===== src/rtl/evt_irq_pkg.sv =====
package evt_irq_pkg;
  localparam int DATA_W    = 32;
  localparam int ADDR_W    = 8;
  localparam int NUM_LINES = 13;
  localparam int EVT_LSB   = 19;
  localparam int EVT_W     = DATA_W - EVT_LSB;

  localparam logic [ADDR_W-1:0] OFS_EVENT = ADDR_W'(8'h00);
  localparam logic [ADDR_W-1:0] OFS_MASK  = ADDR_W'(8'h04);
  localparam logic [ADDR_W-1:0] OFS_CTRL  = ADDR_W'(8'h08);
  localparam logic [ADDR_W-1:0] OFS_TXCTL = ADDR_W'(8'h0C);
  localparam logic [ADDR_W-1:0] OFS_RXARM = ADDR_W'(8'h10);

  localparam int CTRL_RST_BIT  = 0;
  localparam int CTRL_EN_BIT   = 1;
  localparam int TXCTL_GTS_BIT = 0;

  localparam int BIT_HEARTBEAT = 31;
  localparam int BIT_BABBLE_RX = 30;
  localparam int BIT_BABBLE_TX = 29;
  localparam int BIT_GRACEFUL  = 28;
  localparam int BIT_TX_FRAME  = 27;
  localparam int BIT_TX_BUF    = 26;
  localparam int BIT_RX_FRAME  = 25;
  localparam int BIT_RX_BUF    = 24;
  localparam int BIT_MII       = 23;
  localparam int BIT_BUS_ERR   = 22;
  localparam int BIT_LATE_COL  = 21;
  localparam int BIT_RETRY_LIM = 20;
  localparam int BIT_UNDERRUN  = 19;

  localparam logic [DATA_W-1:0] IMPL_MASK = {{EVT_W{1'b1}}, {EVT_LSB{1'b0}}};

  typedef enum logic [2:0] {
    RD_NONE, RD_EVENT, RD_MASK, RD_CTRL, RD_TXCTL, RD_RXARM
  } rdSel_t;

  typedef struct packed {
    logic   evtClr;
    logic   maskWr;
    logic   ctrlWr;
    logic   txCtlWr;
    logic   rxArm;
    rdSel_t rdSel;
  } strobe_t;

  // Event bit that drives each request line.
  function automatic int lineBit(int k);
    case (k)
      0:       return BIT_TX_FRAME;
      1:       return BIT_TX_BUF;
      2:       return BIT_UNDERRUN;
      3:       return BIT_RETRY_LIM;
      4:       return BIT_RX_FRAME;
      5:       return BIT_RX_BUF;
      6:       return BIT_MII;
      7:       return BIT_LATE_COL;
      8:       return BIT_HEARTBEAT;
      9:       return BIT_GRACEFUL;
      10:      return BIT_BUS_ERR;
      11:      return BIT_BABBLE_TX;
      default: return BIT_BABBLE_RX;
    endcase
  endfunction
endpackage


===== src/rtl/evt_irq_ctrl.sv =====
module evt_irq_ctrl
  import evt_irq_pkg::*;
(
  input  logic              regWrEn,
  input  logic [ADDR_W-1:0] regAddr,
  output strobe_t           strb
);
  always_comb begin
    strb = '0;
    strb.rdSel = RD_NONE;
    case (regAddr)
      OFS_EVENT: begin strb.evtClr  = regWrEn; strb.rdSel = RD_EVENT; end
      OFS_MASK:  begin strb.maskWr  = regWrEn; strb.rdSel = RD_MASK;  end
      OFS_CTRL:  begin strb.ctrlWr  = regWrEn; strb.rdSel = RD_CTRL;  end
      OFS_TXCTL: begin strb.txCtlWr = regWrEn; strb.rdSel = RD_TXCTL; end
      OFS_RXARM: begin strb.rxArm   = regWrEn; strb.rdSel = RD_RXARM; end
      default:   strb.rdSel = RD_NONE;
    endcase
  end
endmodule


===== src/rtl/evt_irq_dp.sv =====
module evt_irq_dp
  import evt_irq_pkg::*;
(
  input  logic                 clk,
  input  logic                 rstN,
  input  strobe_t              strb,
  input  logic [DATA_W-1:0]    regWrData,
  input  logic [EVT_W-1:0]     evtPulse,
  output logic [DATA_W-1:0]    regRdData,
  output logic [NUM_LINES-1:0] irqLine,
  output logic [DATA_W-1:0]    evtQ,
  output logic [DATA_W-1:0]    maskQ,
  output logic                 rxActive
);
  logic [DATA_W-1:0]    ctrlQ;
  logic [DATA_W-1:0]    txCtlQ;
  logic [DATA_W-1:0]    setVec;
  logic [DATA_W-1:0]    clrVec;
  logic [DATA_W-1:0]    evtNext;
  logic [DATA_W-1:0]    activeVec;
  logic [NUM_LINES-1:0] irqNext;
  logic                 ctrlReset;

  assign ctrlReset = strb.ctrlWr & regWrData[CTRL_RST_BIT];

  always_comb begin
    setVec = {evtPulse, {EVT_LSB{1'b0}}};
    if (strb.txCtlWr && regWrData[TXCTL_GTS_BIT])
      setVec[BIT_GRACEFUL] = 1'b1;
    clrVec  = strb.evtClr ? regWrData : '0;
    // Set wins over a same-cycle clear.
    evtNext = ((evtQ & ~clrVec) | setVec) & IMPL_MASK;
    if (ctrlReset)
      evtNext = '0;
  end

  always_ff @(posedge clk or negedge rstN) begin
    if (!rstN) begin
      evtQ     <= '0;
      maskQ    <= '0;
      ctrlQ    <= '0;
      txCtlQ   <= '0;
      rxActive <= 1'b0;
    end else begin
      evtQ <= evtNext;
      if (ctrlReset)
        maskQ <= '0;
      else if (strb.maskWr)
        maskQ <= regWrData;
      if (strb.ctrlWr)
        ctrlQ <= ctrlReset ? '0 : regWrData;
      if (strb.txCtlWr)
        txCtlQ <= regWrData;
      if (strb.ctrlWr && (ctrlReset || !regWrData[CTRL_EN_BIT]))
        rxActive <= 1'b0;
      else if (strb.rxArm && ctrlQ[CTRL_EN_BIT])
        rxActive <= 1'b1;
    end
  end

  assign activeVec = evtQ & maskQ;

  for (genvar k = 0; k < NUM_LINES; k++) begin : g_route
    localparam int SRC = lineBit(k);
    assign irqNext[k] = activeVec[SRC];
  end

  always_ff @(posedge clk or negedge rstN) begin
    if (!rstN) irqLine <= '0;
    else       irqLine <= irqNext;
  end

  always_comb begin
    case (strb.rdSel)
      RD_EVENT: regRdData = evtQ;
      RD_MASK:  regRdData = maskQ;
      RD_CTRL:  regRdData = ctrlQ;
      RD_TXCTL: regRdData = txCtlQ;
      RD_RXARM: regRdData = DATA_W'(rxActive);
      default:  regRdData = '0;
    endcase
  end
endmodule


===== src/rtl/evt_irq_top.sv =====
module evt_irq_top
  import evt_irq_pkg::*;
(
  input  logic                 clk,
  input  logic                 rstN,
  input  logic                 regWrEn,
  input  logic [ADDR_W-1:0]    regAddr,
  input  logic [DATA_W-1:0]    regWrData,
  output logic [DATA_W-1:0]    regRdData,
  input  logic [EVT_W-1:0]     evtPulse,
  output logic [NUM_LINES-1:0] irqLine
);
  strobe_t           strb;
  logic [DATA_W-1:0] evtQ;
  logic [DATA_W-1:0] maskQ;
  logic              rxActive;

  evt_irq_ctrl ctrl_i (
    .regWrEn (regWrEn),
    .regAddr (regAddr),
    .strb    (strb)
  );

  evt_irq_dp dp_i (
    .clk       (clk),
    .rstN      (rstN),
    .strb      (strb),
    .regWrData (regWrData),
    .evtPulse  (evtPulse),
    .regRdData (regRdData),
    .irqLine   (irqLine),
    .evtQ      (evtQ),
    .maskQ     (maskQ),
    .rxActive  (rxActive)
  );
endmodule


===== config.mk =====
export PLATFORM = sky130hd
export DESIGN_NAME = evt_irq_top
export DESIGN_NICKNAME = d
export VERILOG_FILES = /design/src/rtl/evt_irq_pkg.sv /design/src/rtl/evt_irq_ctrl.sv /design/src/rtl/evt_irq_dp.sv /design/src/rtl/evt_irq_top.sv
export SDC_FILE = /design/constraint.sdc
export NUM_CORES = 1
export LEC_CHECK = 0
export CAP_MARGIN = 10
export CELL_PAD_IN_SITES_DETAIL_PLACEMENT = 0
export CELL_PAD_IN_SITES_GLOBAL_PLACEMENT = 2
export CORE_MARGIN = 2
export CORE_UTILIZATION = 38
export DETAILED_ROUTE_END_ITERATION = 8
export GPL_TIMING_DRIVEN = 0
export MAX_ROUTING_LAYER = met4
export PLACE_DENSITY_LB_ADDON = 0.1
export SLEW_MARGIN = 5
export SYNTH_ARGS = -nofsm -noshare
export SYNTH_HDL_FRONTEND = slang
export SYNTH_SLANG_ARGS = --single-unit
export TNS_END_PERCENT = 20

===== constraint.sdc =====
create_clock -name clk -period 4.1 [get_ports clk]
set_input_delay 1.025 -clock clk [delete_from_list [all_inputs] [get_ports clk]]
set_output_delay 1.025 -clock clk [all_outputs]
set_load 0.005 [all_outputs]

==> flow_summary.yaml, run 1 <==
outcome:
  status: "completed"
sta:
  skew_ns: 0.004015
  relSlewSlack: 0.5535
  whs_ns: 0.4888
  hold_violations: 0
  setup_violations: 0
  post-route-period-util: 0.9777
  slew_viol_final: 0
  rsz0062_at_grt: "true"
  worst-slew-pin-transition_ns: 0.6698
  fin_crit_ns: 4.008
  fmax_mhz: 249.5
global_routing:
  grt_use_total: 0.2132
  grt_pass1_vias: 4678
  grt_pass1_wl_um: 25310
  overflow: 0
  grt_max_degree: 81
  grt_antenna_before_repair: 0
placed_design:
  port_buffers: 100
  gp_congestion: 0.7747
  dpl.hpwl_um: 10440
clock_network:
  clk_latency_ns: 0.42
  cts_tree: "done"
  cts_buffer_depth: 2
  clk_pin_slew_ns: 0.05
  cts_root_buf: "clkbuf_16"
  numCtsBuffers: 17
  cts_hold_buf: 0
  cts_num_sinks: 123
  h-tree-depth: 4
routing:
  avgViaCountPerCell: 5.342
  wl_um: 15750
  vias: 4188
  wl_per_cell_um: 20.09
  dr.pass1.iters: 4
  initialDrtViolationCount: 244
  drc: 0
  ant_nets: 0
critical_path:
  cp_max_fo: 10
  required_ns: 3.07
  cp-end-kind: "output port"
  path_class: "in2out"
  reg2regPathDepth: 3
  cp-start-kind: "input port"
  arrival_ns: 2.98
die:
  boundaryPins: 101
  core_um2: 14640
  start_util: 0.3926
  num_rows: 44
  dieArea_um2: 16130
  chipWidth_um: 127
  die_h_um: 127
yosys:
  syn_avg_cell_area_um2: 12.36
  synthCells: 465
  synth_nets: 521
  syn_area_um2: 5749
  yosysTopAreaCellShare: 0.5354
  synth_edf_count: 0
  synthTopCellsByCount: "dfrtp_1 (123), mux2_2 (61), nor2_1 (54)"
  post-synth-top-count-cell: "dfrtp_1"
  yosysTopAreaCell: "dfrtp_1"
  synthTopCellsByArea: "dfrtp_1 (54%), mux2_2 (12%), mux4_2 (5.1%)"
  ys_seq_elements: 123
  ys_seq_area_frac: 0.5354
  yosys_warnings: 0
  yosys_most_used_dff: "dfrtp_1"
  ys_async_sr_fraction: 1.000
  synth_cell_types: 32
cells_and_area:
  nets: 646
  drive_gt1_frac: 0.2350
  area_growth_pct: 33.67
  finish.utilization: 0.5248
  antennaDiodeCount: 0
power_and_ir_drop:
  power.leakage_uw: 0.003500
  peakVddDrop_mv: 0.2832
  power_density_nw_per_um2: 381.6
job:
  drv_cap: 0
min_path:
  whs_path_depth: 1
  min-delay-path-class: "reg2reg"
[what timing repair did]
item,CTS,global route
setup endpoints to repair,32,20
setup buffers,5,0
pin swaps,1,1
gates resized for setup,30,9
[layout make-up]
| type | instances | area [um^2] |
|---|---|---|
| buffer | 32 | 227.7 |
| clock buffer | 28 | 536.8 |
| clock inverter | 1 | 5.005 |
| fill | 1290 | 6959 |
| inverter | 2 | 8.758 |
| multi-input combinational | 308 | 2531 |
| sequential | 123 | 3078 |
| tap | 184 | 230.2 |
| timing repair buffer | 106 | 1067 |
[routing by layer]
metal,up-vias,wire length (um),global-route usage
li1,1921,-,-
met1,2137,7079,0.2614
met2,112,7802,0.3561
met3,18,683,0.04816
met4,0,184,0.06206
met5,-,0,-
[sequential cells by signal, summed over array words and instances, names as in the netlist]
name / count
dp_i.irqLine: 13
dp_i.ctrlQ: 32
dp_i.evtQ: 13
dp_i.rxActive: 1
dp_i.txCtlQ: 32
dp_i.maskQ: 32
[critical path, cell delays in order]
cell	delay (ns)
clkdlybuf4s50_1	0.44
nor4_4	0.40
buf_6	0.20
buf_4	0.21
and3_1	0.19
clkdlybuf4s50_1	0.51
[layout by cell type, fill, tap and decap left out, types with 2 or more instances in the layout]
master and instances:
nor2_2 2, buf_2 8, nor2_1 51, clkinv_2 2, nand2_1 3, nand4b_1 13
dfrtp_1 123, mux4_2 13, a22o_1 31, clkbuf_8 7, buf_6 8, mux2i_1 19
and3_1 14, o21ai_0 2, and2_1 16, clkdlybuf4s50_1 96, dlygate4sd2_1 2, nor2b_1 32
nand3_1 4, a21oi_1 31, mux2_2 61, mux2_1 3, buf_4 11, clkbuf_1 11
clkbuf_2 2, clkbuf_16 17
[path summary, 6_finish.rpt]
check                         startpoint             end  slack (ns)
min in group asynchronous           rstN  dp_i.maskQ[22]        0.53
hold / removal             dp_i.ctrlQ[0]   dp_i.ctrlQ[0]        0.49
setup reg to reg           dp_i.ctrlQ[1]   dp_i.rxActive        3.09
hold reg to reg            dp_i.ctrlQ[0]   dp_i.ctrlQ[0]        0.49
setup / recovery              regAddr[5]   regRdData[26]        0.09
max in group asynchronous           rstN   dp_i.maskQ[0]        2.82
[report_power, final]
part / internal (uW) / switching (uW) / total [uW]
combinational: 141 / 122 / 263
sequential: 1260 / 22.1 / 1280
clock: 874 / 514 / 1390
total: 2270 / 658 / 2930
[cell families (layout without fill, tap and decap cells)]
group | Yosys count | count (layout) | synth area share
AOI/OAI and AO/OA | 68 | 68 | 0.08161
buffers and inverters | 34 | 169 | 0.02938
DFF | 123 | 123 | 0.5354
muxes | 96 | 96 | 0.2094
and+or+nand+nor | 144 | 144 | 0.1443
[stage by stage]
step	total power (uW)	cells	instance area, um^2	TNS, ns	setup WS (ns)
floorplan	1410	465	5749	0	1.013
global placement	1551	749	6980	-371.47	-2.926
finish	2933	784	7685	0	0.09161
CTS	2958	784	7660	0	0.001490
detailed placement	1561	750	7009	-13.26	-0.6642
global route	3037	784	7685	-0.001631	-0.001631
Power figures use the tool's default switching activity.
==> run 2: changes to the inputs <==
- SETUP_SLACK_MARGIN: not set -> 0.1
==> run 2 against run 1 <==
Compared with the run above: power is essentially flat; clock-buffer cell count did not move; sequential power about the same; maximum frequency shrank 0.45%.
==> flow_summary.yaml, run 2 (synthesis results as in run 1) <==
power_and_ir_drop:
  p_sw_uw: 657.8
  power_frac_comb: 0.091
  peakVddDrop_mv: 0.2818
  power.leakage_uw: 0.003568
  power_frac_seq: 0.437
  power_density_nw_per_um2: 379.8
  p_sw_frac: 0.2241
  p_clk_frac: 0.473
  internal-power_uw: 2277
routing:
  initialDrtViolationCount: 240
  drc: 0
  route.met3.wl_um: 603
  avgViaCountPerCell: 5.304
  wl_per_cell_um: 20.01
  drt-met1-wl_um: 7123
  dr.pass1.iters: 5
  highest_layer: "met4"
  vias: 4174
  wl_um: 15750
  met2_length_um: 7838
  ant_nets: 0
cells_and_area:
  n_fill_cell: 1287
  antennaDiodeCount: 0
  finish.utilization: 0.5278
  top_regs: "dp_i.ctrlQ x32, dp_i.maskQ x32, dp_i.txCtlQ x32"
  drive_gt1_frac: 0.2371
  layout_common_cells: "dfrtp_1 (123), clkdlybuf4s50_1 (90), mux2_2 (61)"
  area_growth_pct: 34.43
  nets: 649
  layout_commonest_cell: "dfrtp_1"
sta:
  fin_crit_ns: 4.026
  rsz0062_at_grt: "true"
  hold_violations: 0
  relSlewSlack: 0.5598
  setup_slack_ns: 0.07351
  skew_ns: 0.004357
  slew_viol_final: 0
  fmax_mhz: 248.4
  setup_violations: 0
  whs_ns: 0.4829
  post-route-period-util: 0.9821
  worst-slew-pin-transition_ns: 0.6602
critical_path:
  cp_max_fo: 10
  required_ns: 3.07
  cp-end-kind: "output port"
  arrival_ns: 3.00
  path_class: "in2out"
  cp-start-kind: "input port"
clock_network:
  numCtsBuffers: 17
  clk_latency_ns: 0.42
  cts_buffer_depth: 2
  h-tree-depth: 4
  clk_pin_slew_ns: 0.05
  cts_tree: "done"
  cts_hold_buf: 0
  cts_root_buf: "clkbuf_16"
  cts_num_sinks: 123
die:
  chipWidth_um: 127
  die_h_um: 127
  start_util: 0.3926
  dieArea_um2: 16130
  core_um2: 14640
  num_rows: 44
  boundaryPins: 101
global_routing:
  grt_antenna_before_repair: 0
  grt_pass1_vias: 4680
  overflow: 0
  grt_pass1_wl_um: 25370
  grt_max_degree: 81
  grt_use_total: 0.2138
placed_design:
  pre_cts_slack_ns: -0.6642
  gp_congestion: 0.7747
  port_buffers: 100
  dpl.hpwl_um: 10440
min_path:
  min-delay-path-class: "reg2reg"
outcome:
  status: "completed"
job:
  drv_cap: 0
## run 2: cell count changes in the layout (fill, tap and decap cells not counted), sizes merged
cell           delta
buf               +1
clkbuf            +2
dlygate4sd2       +5
dlymetal6s2s      +1
clkdlybuf4s50     -6
## run 2: timing repair
item | CTS | global route
setup buffers | 5 | 2
setup endpoints to repair | 32 | 20
gates cloned | 1 | 0
pin swaps | 1 | 2
resized for setup | 39 | 4
## run 2: power by group through the flow
stage | logic [uW] | clock network (uW) | registers (uW)
3_5_place_dp | 258 | 0 | 1300
4_1_cts | 268 | 1410 | 1280
5_1_grt | 291 | 1460 | 1290
6_report | 266 | 1390 | 1280
3_3_place_gp | 250 | 0 | 1300
2_1_floorplan | 113 | 0 | 1300
## run 2: stage by stage
stage / cell area [um^2] / std cells / power (uW) / setup TNS [ns]
final: 7729 / 787 / 2935 / 0
after detailed placement: 7009 / 750 / 1561 / -13.26
after global routing: 7729 / 787 / 3040 / 0
after floorplan: 5749 / 465 / 1410 / 0
after CTS: 7692 / 785 / 2959 / 0
after global placement: 6980 / 749 / 1551 / -371.47
## run 2: worst max-delay path: stages
cell and delay, ns:
clkdlybuf4s50_1 0.44, nor4_4 0.42, buf_6 0.21, buf_4 0.21, and3_1 0.19, clkdlybuf4s50_1 0.51
## run 2: cell type report
class,count,area [um^2],share of cell area
clock buffer,28,536.8,0.06945
clock inverter,1,5.005,0.0006476
tap,184,230.2,0.02979
multi-input combinational,308,2529,0.3272
buffer,32,236.5,0.03060
timing repair buffer,109,1105,0.1429
inverter,2,8.758,0.001133
sequential,123,3078,0.3983
## run 2: final timing paths
path                                       end  slack [ns]  cells past startpoint     startpoint
worst min register to register   dp_i.ctrlQ[0]        0.48                      1  dp_i.ctrlQ[0]
worst min-delay path             dp_i.ctrlQ[0]        0.48                      1  dp_i.ctrlQ[0]
worst max-delay path             regRdData[26]        0.07                      6     regAddr[5]
min in group asynchronous       dp_i.maskQ[22]        0.53                      1           rstN
worst max register to register   dp_i.rxActive        3.09                      3  dp_i.ctrlQ[1]
max in group asynchronous        dp_i.ctrlQ[7]        2.82                      2           rstN
## run 2: metal layers
layer  track usage  up-vias
met5             -        -
met4       0.06206        0
met3       0.04816       18
met2        0.3567      102
met1        0.2627     2129
li1              -     1925
==> run 3: changes to the inputs <==
- SKIP_CTS_REPAIR_TIMING: not set -> 1
==> run 3 against run 2 <==
Compared with the run above: cell area down 0.52%; clock power about the same; die area stayed put; largest power group unchanged; highest routed layer unchanged.
==> flow_summary.yaml, run 3 (synthesis results as in run 1) <==
job:
  drv_cap: 0
cells_and_area:
  antennaDiodeCount: 0
  area_growth_pct: 33.73
  top_regs: "dp_i.ctrlQ x32, dp_i.maskQ x32, dp_i.txCtlQ x32"
  nets: 643
  layout_commonest_cell: "dfrtp_1"
  drive_gt1_frac: 0.2312
  layout_common_cells: "dfrtp_1 (123), clkdlybuf4s50_1 (92), mux2_2 (61)"
clock_network:
  cts_num_sinks: 123
  numCtsBuffers: 17
  cts_root_buf: "clkbuf_16"
  clk_latency_ns: 0.42
  clk_pin_slew_ns: 0.05
  cts_buffer_depth: 2
  cts_tree: "done"
  h-tree-depth: 4
outcome:
  status: "completed"
min_path:
  min-delay-path-class: "reg2reg"
routing:
  wl_per_cell_um: 20.05
  wl_um: 15660
  vias: 4191
  initialDrtViolationCount: 208
  drc: 0
  dr.pass1.iters: 5
  ant_nets: 0
  avgViaCountPerCell: 5.366
sta:
  post-route-period-util: 0.9821
  rsz0062_at_grt: "true"
  fin_crit_ns: 4.027
  setup-tns-final_ns: 0
  relSlewSlack: 0.5526
  worst-slew-pin-transition_ns: 0.6711
  setup_violations: 0
  hold_violations: 0
  slew_viol_final: 0
  fmax_mhz: 248.3
  skew_ns: 0.01269
critical_path:
  cp_max_fo: 10
  reg2regPathDepth: 3
  arrival_ns: 3.00
  worstReg2RegEnd: "dp_i.rxActive"
  path_class: "in2out"
  cp-startpoint: "regAddr[1]"
  reg2reg_slack_ns: 3.09
  cp-end-kind: "output port"
  endpoint: "regRdData[26]"
  required_ns: 3.07
  rr_startpoint: "dp_i.ctrlQ[1]"
  cp-start-kind: "input port"
global_routing:
  grt_pass1_wl_um: 25160
  grt_use_total: 0.2122
  overflow: 0
  grt_max_degree: 81
  grt_antenna_before_repair: 0
  grt_pass1_vias: 4642
die:
  dieArea_um2: 16130
  boundaryPins: 101
  chipWidth_um: 127
  die_h_um: 127
  core_um2: 14640
  start_util: 0.3926
  num_rows: 44
power_and_ir_drop:
  power_frac_comb: 0.090
  p_sw_uw: 654.2
  p_clk_frac: 0.473
  internal-power_uw: 2275
  power_density_nw_per_um2: 380.9
  total_power_uw: 2929
  power.leakage_uw: 0.003570
  p_sw_frac: 0.2234
  power_frac_seq: 0.438
  peakVddDrop_mv: 0.2804
placed_design:
  gp_congestion: 0.7747
  port_buffers: 100
  dpl.hpwl_um: 10440
[run 3: worst max-delay path: stages]
cell and delay (ns):
clkdlybuf4s50_1 0.44, nor4_4 0.27, buf_4 0.19, buf_12 0.15, clkbuf_4 0.23, and3_1 0.19
clkdlybuf4s50_1 0.51
[run 3: routing by layer]
layer	track usage	up-vias	routed length [um]
li1	-	1926	-
met1	0.2619	2153	7025
met2	0.3520	100	7917
met3	0.04816	12	558
met4	0.06206	0	161
met5	-	-	0
[run 3: power by group through the flow]
stage          clock (uW)  combinational [uW]  sequential [uW]
6_report             1380                 263             1280
3_5_place_dp            0                 258             1300
4_1_cts              1410                 259             1280
5_1_grt              1460                 288             1290
3_3_place_gp            0                 250             1300
2_1_floorplan           0                 113             1300
[run 3: worst min path at each step]
| stage | startpoint | endpoint | slack [ns] | cells after the start |
|---|---|---|---|---|
| after detailed placement | dp_i.ctrlQ[0] | dp_i.ctrlQ[0] | 0.48 | 1 |
| after floorplan | dp_i.ctrlQ[0] | dp_i.ctrlQ[0] | 0.45 | 1 |
| final | dp_i.ctrlQ[0] | dp_i.ctrlQ[0] | 0.49 | 1 |
| after global placement | dp_i.ctrlQ[29] | dp_i.ctrlQ[29] | 0.47 | 1 |
| after global routing | dp_i.ctrlQ[0] | dp_i.ctrlQ[0] | 0.51 | 1 |
| after CTS | dp_i.ctrlQ[0] | dp_i.ctrlQ[0] | 0.49 | 1 |
[run 3: metrics by stage]
step / hold slack [ns] / std cells / worst slack [ns] / instance area [um^2] / utilization
4_1_cts: 0.4899 / 779 / -0.6757 / 7551 / 0.5156
3_5_place_dp: 0.4753 / 750 / -0.6642 / 7009 / 0.4786
6_report: 0.4857 / 781 / 0.07337 / 7689 / 0.5250
2_1_floorplan: 0.4540 / 465 / 1.013 / 5749 / -
5_1_grt: 0.5073 / 781 / -0.003140 / 7689 / 0.5250
3_3_place_gp: 0.4730 / 749 / -2.926 / 6980 / 0.4767
[run 3: layout make-up]
type                            instances  area [um^2]
Buffer                                 32        234.0
Clock buffer                           28        536.8
Clock inverter                          1        5.005
Fill cell                            1289         6955
Inverter                                2        11.26
Multi-Input combinational cell        308         2531
Sequential cell                       123         3078
Tap cell                              184        230.2
Timing Repair Buffer                  103         1062
